<file path="src/rtl/pll_ctl_pkg.sv">
package pll_ctl_pkg;
  localparam logic [7:0] OFF_CFG   = 8'h08;
  localparam logic [7:0] OFF_KEY_A = 8'h10;
  localparam logic [7:0] OFF_KEY_B = 8'h14;
  localparam logic [7:0] OFF_CTRL  = 8'h20;
  localparam logic [7:0] OFF_STAT  = 8'h24;
  localparam logic [7:0] OFF_FBI   = 8'h30;
  localparam logic [7:0] OFF_FBF   = 8'h34;
  localparam logic [7:0] OFF_DIV   = 8'h38;
  localparam logic [7:0] OFF_OD    = 8'h80;

  localparam logic [31:0] KEY_A = 32'h68EF_3490;
  localparam logic [31:0] KEY_B = 32'hD172_BC5A;

  localparam int CTRL_BYP = 31;
  localparam int CTRL_EN  = 15;
  localparam int CTRL_DSM = 1;
  localparam logic [31:0] CTRL_MASK = 32'h8000_8002;
  localparam logic [31:0] CTRL_RST  = 32'h8000_0000;

  localparam int FBI_W = 12;
  localparam int FBF_W = 24;
  localparam int OD_EN_BIT = 15;

  typedef enum logic [1:0] {KS_SHUT, KS_HALF, KS_OPEN} key_state_e;
endpackage

</file>
<file path="src/rtl/pll_unlock_fsm.sv">
module pll_unlock_fsm
  import pll_ctl_pkg::*;
(
  input  logic        clk,
  input  logic        rst,
  input  logic        key_a_wr,
  input  logic        key_b_wr,
  input  logic [31:0] wdata,
  output logic        open_o
);
  key_state_e state_q, state_d;

  always_comb begin
    state_d = state_q;
    if (key_a_wr) begin
      if (wdata != KEY_A)          state_d = KS_SHUT;
      else if (state_q != KS_OPEN) state_d = KS_HALF;
    end else if (key_b_wr) begin
      if (wdata != KEY_B)          state_d = KS_SHUT;
      else if (state_q == KS_HALF) state_d = KS_OPEN;
    end
  end

  always_ff @(posedge clk) begin
    if (rst) state_q <= KS_SHUT;
    else     state_q <= state_d;
  end

  assign open_o = (state_q == KS_OPEN);

  p_open_after_key_b_r2: assert property (@(posedge clk) disable iff (rst)
    $rose(open_o) |-> $past(key_b_wr && wdata == KEY_B));

  p_bad_key_shuts_r3: assert property (@(posedge clk) disable iff (rst)
    ((key_a_wr && wdata != KEY_A) || (key_b_wr && wdata != KEY_B)) |=> !open_o);
endmodule

</file>
<file path="src/rtl/pll_lock_model.sv">
module pll_lock_model #(
  parameter int LOCK_CYC = 16
) (
  input  logic clk,
  input  logic rst,
  input  logic pll_en,
  input  logic bypass,
  input  logic restart,
  output logic lock_o
);
  localparam int CW = $clog2(LOCK_CYC + 1);
  localparam logic [CW-1:0] LAST = CW'(LOCK_CYC - 1);

  logic          run;
  logic [CW-1:0] cnt_q;
  logic          lock_q;

  assign run = pll_en && !bypass;

  always_ff @(posedge clk) begin
    if (rst || !run || restart) begin
      cnt_q  <= '0;
      lock_q <= 1'b0;
    end else if (cnt_q == LAST) begin
      lock_q <= 1'b1;
    end else begin
      cnt_q <= cnt_q + 1'b1;
    end
  end

  assign lock_o = lock_q && run;

  p_lock_after_count_r9: assert property (@(posedge clk) disable iff (rst)
    $rose(lock_q) |-> $past(cnt_q) == LAST);

  p_restart_clears_r11: assert property (@(posedge clk) disable iff (rst)
    restart |=> !lock_q);
endmodule

</file>
<file path="src/rtl/pll_outdiv_bank.sv">
module pll_outdiv_bank
  import pll_ctl_pkg::*;
#(
  parameter int NUM_OUT = 16,
  parameter int DIV_W   = 6,
  parameter logic [NUM_OUT-1:0] PRESENT = '1,
  localparam int IW = (NUM_OUT > 1) ? $clog2(NUM_OUT) : 1
) (
  input  logic          clk,
  input  logic          rst,
  input  logic          wr_en,
  input  logic [IW-1:0] wr_idx,
  input  logic [31:0]   wdata,
  input  logic [IW-1:0] rd_idx,
  output logic [31:0]   rd_val
);
  localparam logic [31:0] OD_MASK = (32'h1 << OD_EN_BIT) | ((32'h1 << DIV_W) - 32'h1);

  logic [31:0] slot [NUM_OUT];

  for (genvar i = 0; i < NUM_OUT; i++) begin : g_slot
    if (PRESENT[i]) begin : g_here
      always_ff @(posedge clk) begin
        if (rst)                                slot[i] <= '0;
        else if (wr_en && wr_idx == IW'(i))     slot[i] <= wdata & OD_MASK;
      end
    end else begin : g_absent
      assign slot[i] = '0;
    end
  end

  assign rd_val = (32'(rd_idx) < NUM_OUT) ? slot[rd_idx] : '0;
endmodule

</file>
<file path="src/rtl/pll_ctl_regs.sv">
module pll_ctl_regs
  import pll_ctl_pkg::*;
#(
  parameter int ADDR_W   = 8,
  parameter int NUM_OUT  = 16,
  parameter int DIV_W    = 6,
  parameter int LOCK_CYC = 16,
  parameter logic [31:0] CFG_RESET = 32'h00A5_0000
) (
  input  logic              clk,
  input  logic              rst,
  input  logic [ADDR_W-1:0] bus_addr,
  input  logic [31:0]       bus_wdata,
  input  logic              bus_we,
  input  logic              bus_re,
  output logic [31:0]       bus_rdata
);
  localparam int IW = (NUM_OUT > 1) ? $clog2(NUM_OUT) : 1;
  localparam logic [NUM_OUT-1:0] PRESENT = CFG_RESET[16 +: NUM_OUT];
  localparam logic [ADDR_W-1:0] OD_LO = ADDR_W'(OFF_OD);
  localparam logic [ADDR_W-1:0] OD_HI = ADDR_W'(OFF_OD + 4 * NUM_OUT);

  logic hit_cfg, hit_ka, hit_kb, hit_ctrl, hit_stat, hit_fbi, hit_fbf, hit_div, hit_od;
  logic [ADDR_W-1:0] od_off;
  logic [IW-1:0]     od_idx;
  logic              open, wr_ok, lock;
  logic [31:0]       ctrl_q, div_q, od_rd, rd_val, rdata_q;
  logic [FBI_W-1:0]  fbi_q;
  logic [FBF_W-1:0]  fbf_q;

  assign hit_cfg  = bus_addr == ADDR_W'(OFF_CFG);
  assign hit_ka   = bus_addr == ADDR_W'(OFF_KEY_A);
  assign hit_kb   = bus_addr == ADDR_W'(OFF_KEY_B);
  assign hit_ctrl = bus_addr == ADDR_W'(OFF_CTRL);
  assign hit_stat = bus_addr == ADDR_W'(OFF_STAT);
  assign hit_fbi  = bus_addr == ADDR_W'(OFF_FBI);
  assign hit_fbf  = bus_addr == ADDR_W'(OFF_FBF);
  assign hit_div  = bus_addr == ADDR_W'(OFF_DIV);
  assign hit_od   = (bus_addr[1:0] == 2'b00) && (bus_addr >= OD_LO) && (bus_addr < OD_HI);
  assign od_off   = bus_addr - OD_LO;
  assign od_idx   = od_off[IW+1:2];

  pll_unlock_fsm u_keys (
    .clk(clk), .rst(rst),
    .key_a_wr(bus_we && hit_ka), .key_b_wr(bus_we && hit_kb),
    .wdata(bus_wdata), .open_o(open)
  );

  assign wr_ok = bus_we && open;

  always_ff @(posedge clk) begin
    if (rst) begin
      ctrl_q <= CTRL_RST;
      fbi_q  <= '0;
      fbf_q  <= '0;
      div_q  <= '0;
    end else if (wr_ok) begin
      if (hit_ctrl) ctrl_q <= bus_wdata & CTRL_MASK;
      if (hit_fbi)  fbi_q  <= bus_wdata[FBI_W-1:0];
      if (hit_fbf)  fbf_q  <= bus_wdata[FBF_W-1:0];
      if (hit_div)  div_q  <= bus_wdata;
    end
  end

  pll_lock_model #(.LOCK_CYC(LOCK_CYC)) u_lock (
    .clk(clk), .rst(rst),
    .pll_en(ctrl_q[CTRL_EN]), .bypass(ctrl_q[CTRL_BYP]),
    .restart(wr_ok && (hit_fbi || hit_fbf)),
    .lock_o(lock)
  );

  pll_outdiv_bank #(.NUM_OUT(NUM_OUT), .DIV_W(DIV_W), .PRESENT(PRESENT)) u_od (
    .clk(clk), .rst(rst),
    .wr_en(wr_ok && hit_od), .wr_idx(od_idx), .wdata(bus_wdata),
    .rd_idx(od_idx), .rd_val(od_rd)
  );

  always_comb begin
    rd_val = '0;
    if (hit_cfg)       rd_val = CFG_RESET;
    else if (hit_ctrl) rd_val = ctrl_q;
    else if (hit_stat) rd_val = {31'b0, lock};
    else if (hit_fbi)  rd_val = 32'(fbi_q);
    else if (hit_fbf)  rd_val = 32'(fbf_q);
    else if (hit_div)  rd_val = div_q;
    else if (hit_od)   rd_val = od_rd;
  end

  always_ff @(posedge clk) begin
    if (rst)         rdata_q <= '0;
    else if (bus_re) rdata_q <= rd_val;
    else             rdata_q <= '0;
  end

  assign bus_rdata = rdata_q;

  p_shut_ctrl_hold_r2: assert property (@(posedge clk) disable iff (rst)
    (bus_we && hit_ctrl && !open) |=> $stable(ctrl_q));

  p_ctrl_masked_r4: assert property (@(posedge clk) disable iff (rst)
    (ctrl_q & ~CTRL_MASK) == 32'h0);

  p_cfg_read_r6: assert property (@(posedge clk) disable iff (rst)
    (bus_re && hit_cfg) |=> bus_rdata == CFG_RESET);

  p_rdata_idle_r12: assert property (@(posedge clk) disable iff (rst)
    !bus_re |=> bus_rdata == 32'h0);
endmodule

</file>
<file path="config.mk">
export PLATFORM = sky130hd
export DESIGN_NAME = pll_ctl_regs
export DESIGN_NICKNAME = d
export VERILOG_FILES = /design/src/rtl/pll_ctl_pkg.sv /design/src/rtl/pll_unlock_fsm.sv /design/src/rtl/pll_lock_model.sv /design/src/rtl/pll_outdiv_bank.sv /design/src/rtl/pll_ctl_regs.sv
export SDC_FILE = /design/constraint.sdc
export NUM_CORES = 1
export LEC_CHECK = 0
export CAP_MARGIN = 40
export CORE_ASPECT_RATIO = 1.1
export CORE_UTILIZATION = 43
export DETAILED_ROUTE_END_ITERATION = 6
export PLACE_DENSITY = 0.74
export SYNTH_ARGS = -nofsm -noshare
export SYNTH_HDL_FRONTEND = slang
export SYNTH_HIERARCHICAL = 1
export SYNTH_SLANG_ARGS = --single-unit
</file>
<file path="constraint.sdc">
create_clock -name clk -period 3.25 [get_ports clk]
set_input_delay 0.975 -clock clk [delete_from_list [all_inputs] [get_ports clk]]
set_output_delay 0.975 -clock clk [all_outputs]
set_load 0.01 [all_outputs]
</file>
# After elaboration in Yosys (flattened, before gate mapping)
# Index checks and enable logic that the tools add are counted.
# classes
add_sub_neg,2
magnitude_cmp,3
eq_ne,18
mux,16
n_bitwise,2
n_reduce_logical,29
# ops
operator,count
32-bit two-way mux,8
32-bit binary-select mux with 4-bit select,1
8-bit by 6-bit equality test with 1-bit output (second input constant),5
32-bit by 31-bit != test with 1-bit output (second input constant),1
32-bit != test (second input constant),1
24-bit two-way mux,1
8-bit by 5-bit equality test with 1-bit output (second input constant),2
1-bit logical AND,13
2-bit two-way mux,6
4-bit by 3-bit equality test with 1-bit output (second input constant),2
8-bit by 4-bit equality test with 1-bit output (second input constant),1
8-bit >= comparator (second input constant),1
8-bit less-than comparator (second input constant),1
2-bit AND reduction,4
6-bit by 1-bit subtractor with 6-bit output (second input constant),1
5-bit by 1-bit adder with 5-bit output (second input constant),1
5-bit by 4-bit equality test with 1-bit output (second input constant),1
5-bit >= comparator (second input constant),1
4-bit inverter with 5-bit output,1
4-bit by 2-bit equality test with 1-bit output (second input constant),1
4-bit zero test,1
1-bit logical OR,3
3-bit != test (second input constant),1
3-bit AND reduction,1
other kinds (10),11
# word_totals
reg_bits,139
in_bits,44
out_inout_bits,32
wordCells,83

# Depth between registers and ports, before layout
# depth
depth_word,12
ltp_mapped,9
mapped_depth_nobuf,8

# By module
# The synthesis kept the hierarchy.
# modules_own_cells
mod,instances,cells_each,area_per_inst_um2,seq_area_each_um2
pll_ctl_regs,1,508,4341.7,2062.0
pll_outdiv_bank,1,163,1611.5,560.5
pll_unlock_fsm,1,37,290.3,40.0
pll_lock_model,1,29,270.3,120.1

# Worst setup path after synthesis
# No wires, ideal clock.
# synth_path
path_kind,input -> register
from,input port bus_addr[0]
to,register u_lock.cnt_q[2]
setup_ns,0.115
arrival_ns,2.727
required_ns,3.135
path_slack_ns,0.408
stages,9
path_buffers,4
cell_sequence,buf_4 > or4b_4 > buf_6 > nor3_4 > buf_8 > or2_2 > or4b_1 > buf_2 > nor2_1
# synth_via
elab_chain_len,4
word_cells_on_any_way,5
cone_classes,eq/ne: 2; reduce/logical: 3
# synth_lines
element,line_no,rtl
from (decl),pll_ctl_regs.sv:12,"input logic [ADDR_W-1:0] bus_addr,"
8-bit by 6-bit equality test with 1-bit output (on tied branches),"pll_ctl_regs.sv:36, pll_ctl_regs.sv:37",
1-bit logical OR (*),pll_ctl_regs.sv:68,".restart(wr_ok && (hit_fbi || hit_fbf)),"
1-bit logical AND (*),pll_ctl_regs.sv:68,
1-bit logical OR (*),pll_lock_model.sv:21,if (rst || !run || restart) begin
to (signal assigned),pll_lock_model.sv:27,cnt_q <= cnt_q + 1'b1;
to (decl),pll_lock_model.sv:15,logic [CW-1:0] cnt_q;
# Every way passes the cells marked *; elsewhere a longest branch is shown, timed or not.
# A chain may end at the register's enable or synchronous reset.

# Final worst setup path
# layout_path
from,input port bus_addr[4]
to,register ctrl_q[31]
# layout_via
elab_chain_len,2
# layout_lines
element,line_no,rtl
8-bit by 6-bit equality test with 1-bit output,pll_ctl_regs.sv:34,assign hit_ctrl = bus_addr == ADDR_W'(OFF_CTRL);
2-bit AND reduction (no line),n/a,
to (signal assigned),pll_ctl_regs.sv:58,if (hit_ctrl) ctrl_q <= bus_wdata & CTRL_MASK;
to (decl),pll_ctl_regs.sv:27,"logic [31:0] ctrl_q, div_q, od_rd, rd_val, rdata_q;"
# Every way passes these cells.

==> results.ini <==
[pwr]
sw_frac_of_total_pct=21.29
combPwrFrac_pct=6.4
vdd_drop_max_mv=0.3225
power.density_mw_per_mm2=484.4
switching_power_uw=848.9
p_clk_share_pct=50.8
finalPower_uw=3986
seqPwrFrac_pct=42.8
cellInternalPower_uw=3138
p_leak_uw=0.003187

[worst_setup_path]
slowest_stage=or4b_2
critPathMaxFanout=20
crit_path_max_incr_delay_ns=0.68
cpLargestDelayFamily=simple AND/OR/NAND/NOR gates
crit_buf_inv=2
startpoint_type=input port
r2r-start=u_keys/state_q[0]
worstPathRequired_ns=3.56
critPathLaunch=bus_addr[4]
crit_chain=clkdlybuf4s50_1 -> buf_4 -> or4b_2 -> or3_1 -> a211o_1
worstPathArrival_ns=3.05
setup.worst_path.end_class=register
crit_type=in2reg

[sta]
finClkSkew_ns=0.005910
hold_viol_final=0
period_share_pct=84.21
slew_violations=0
final-setup-viol-count=0
fin_crit_ns=2.737
rsz0062_at_grt=no
worst_slack_ns=0.5132
fin_tns_setup_ns=0
max_freq_ghz=0.3654

[die]
fp-row-count=46
dieHeight_um=131.1
start_util_pct=44.56
core_area_mm2=0.01462
ioPinCount=76
die_area_mm2=0.01565
die_w_um=119.4

[layout]
n_antenna_cell=0
fin_nets=881
final_layout_size_suffix_gt1_share_pct=11.91
syn2layout_area_growth_pct=26.33
utilization_pct=56.29
layout.cells.non_filler=1040

[synth]
synth_top_family_by_area=simple AND/OR/NAND/NOR gates
synthArstFlopShare_pct=0
syn_avg_cell_area_um2=8.838
synthAdderAreaFrac_pct=0.3842
synth_flop_cell=dfxtp_1
synth-seq-area-share_pct=42.72
synth-simple-area-share_pct=23.68
synthXorXnorAreaFrac_pct=0.4034
netlist.area_leader.share_pct=42.72
yosys_warnings=6
netlist_area_mm2=0.006514
synth_top_area_cell=dfxtp_1
synth_compound_area_share_pct=12.16
synthMuxAreaShare_pct=13.29
ys_types=67
synthCells=737
synth-edff-count=0
synth_area_leaders=dfxtp_1 (43%), mux2i_1 (13%), nand2_1 (6.1%), nor2_1 (4.7%), a21oi_1 (4.4%)
ys_ff_latch=139

[grt]
grt_use_total_pct=22.80
grt_first_pass_wirelength_um=27210
grt_start_max_net_pins=58
gr-total-overflow=0
grt_pass1_vias=5292
antenna_found_initial=0

[placed_design]
post-dp-hpwl_um=11830
placedCellCount=1008
globalplace.congestion=0.7951
portBuffers=75
dp_slack_ns=0.09819

[routing]
finalWirelength_um=17130
wl_per_cell_um=16.47
drt_iter0_drc=312
vias=5482
via_per_inst=5.271
drc=0
final_antenna_net_count=0
first_pass_iters=5

[hold_path]
hp-class=reg2reg
hp-start=div_q[0]

[clock_tree]
cts_setup_buffers=0
clkTransAtPathRegs_ns=0.06
htreeDepth=4
clkSinkCount=139
clockBufferDepth=2
cts-root-buf=clkbuf_16
clk_latency_ns=0.42
cts_resized=0
postCtsHoldBufs=0
cts_buffers=17
cts_tree=yes

[job]
maxCapViolations=0

[outcome]
status=finished clean

[state kept, by name, indices dropped and copies added, names as in the netlist]
signal,flops
fbf_q,24
fbi_q,12
u_lock/lock_q,1
u_od/slot,28
bus_rdata,32
u_keys/state_q,2
ctrl_q,3
div_q,32
u_lock/cnt_q,5
[per-stage QoR]
step                      cell area, um^2  hold WS [ns]
after global routing                 8229        0.4718
final                                8229        0.4521
after CTS                            8229        0.4530
after global placement               7602        0.4402
after floorplan                      6604        0.4273
after detailed placement             7602        0.4450
[cell usage in the layout, fill, tap and decap left out, drive strengths merged, types with 18 or more instances in the layout]
| master | count |
|---|---|
| a21oi | 57 |
| a22oi | 18 |
| buf | 54 |
| clkbuf | 20 |
| clkdlybuf4s50 | 74 |
| conb | 25 |
| dfxtp | 139 |
| mux2i | 82 |
| nand2 | 105 |
| nand2b | 38 |
| nor2 | 82 |
[power by group through the flow]
stage / combinational, uW / clock, uW / sequential [uW]
finish: 254 / 2020 / 1710
global route: 271 / 2130 / 1710
CTS: 251 / 2060 / 1710
detailed placement: 249 / 0 / 1740
global placement: 248 / 0 / 1740
floorplan: 128 / 0 / 1750
[tightest hold or removal path, delay by kind of cell, from the launching register on]
| kind | cells | cell delay, ns |
|---|---|---|
| flops | 1 | 0.30 |
| simple gates | 1 | 0.05 |
| compound gates | 1 | 0.05 |
[synth_stat cells (all sizes together) (7+ instances only)]
master and n:
a21oi 57, a22oi 18, buf 44, clkbuf 29, dfxtp 139, mux2i 82
nand2 105, nand2b 38, nand3 10, nor2 82, nor2b 9, nor3 12
nor3b 9, o21ai 13, o22a 7, o22ai 10
[cell families (layout without fill, tap and decap cells)]
family	Yosys count	after routing
AO/OA/AOI/OAI	127	127
XOR/XNOR	3	3
other	1	25
AND/OR/NAND/NOR	301	301
adder cells (fa/ha/maj)	2	2
multiplexers	86	86
buffers and inverters	78	165
flip-flops	139	139
[metal layers]
layer / part of all wire (%) / track usage, % / up-vias / routed length, um
met1: 44 / 27.20 / 2597 / 7452
met2: 49 / 39.77 / 158 / 8406
li1: - / - / 2700 / -
met3: 5.4 / 5.320 / 27 / 920
met5: 0 / 0 / - / 0
met4: 2.0 / 9.338 / 0 / 346
[area by class of cell]
cell class	instances	area, um^2
fill	1343	6390
multi-input combinational	544	3367
sequential	139	2783
timing repair buffer	128	1194
clock buffer	20	456.7
tap	192	240.2
clock inverter	12	170.2
inverter	5	18.77
[path summary, 6_finish.rpt]
kind,end,slack [ns],cells past startpoint
hold reg to reg,div_q[0],0.45,2
hold / removal,div_q[0],0.45,2
setup / recovery,ctrl_q[31],0.51,5
setup reg to reg,u_lock/cnt_q[4],1.12,7
Power figures use the tool's default switching activity.
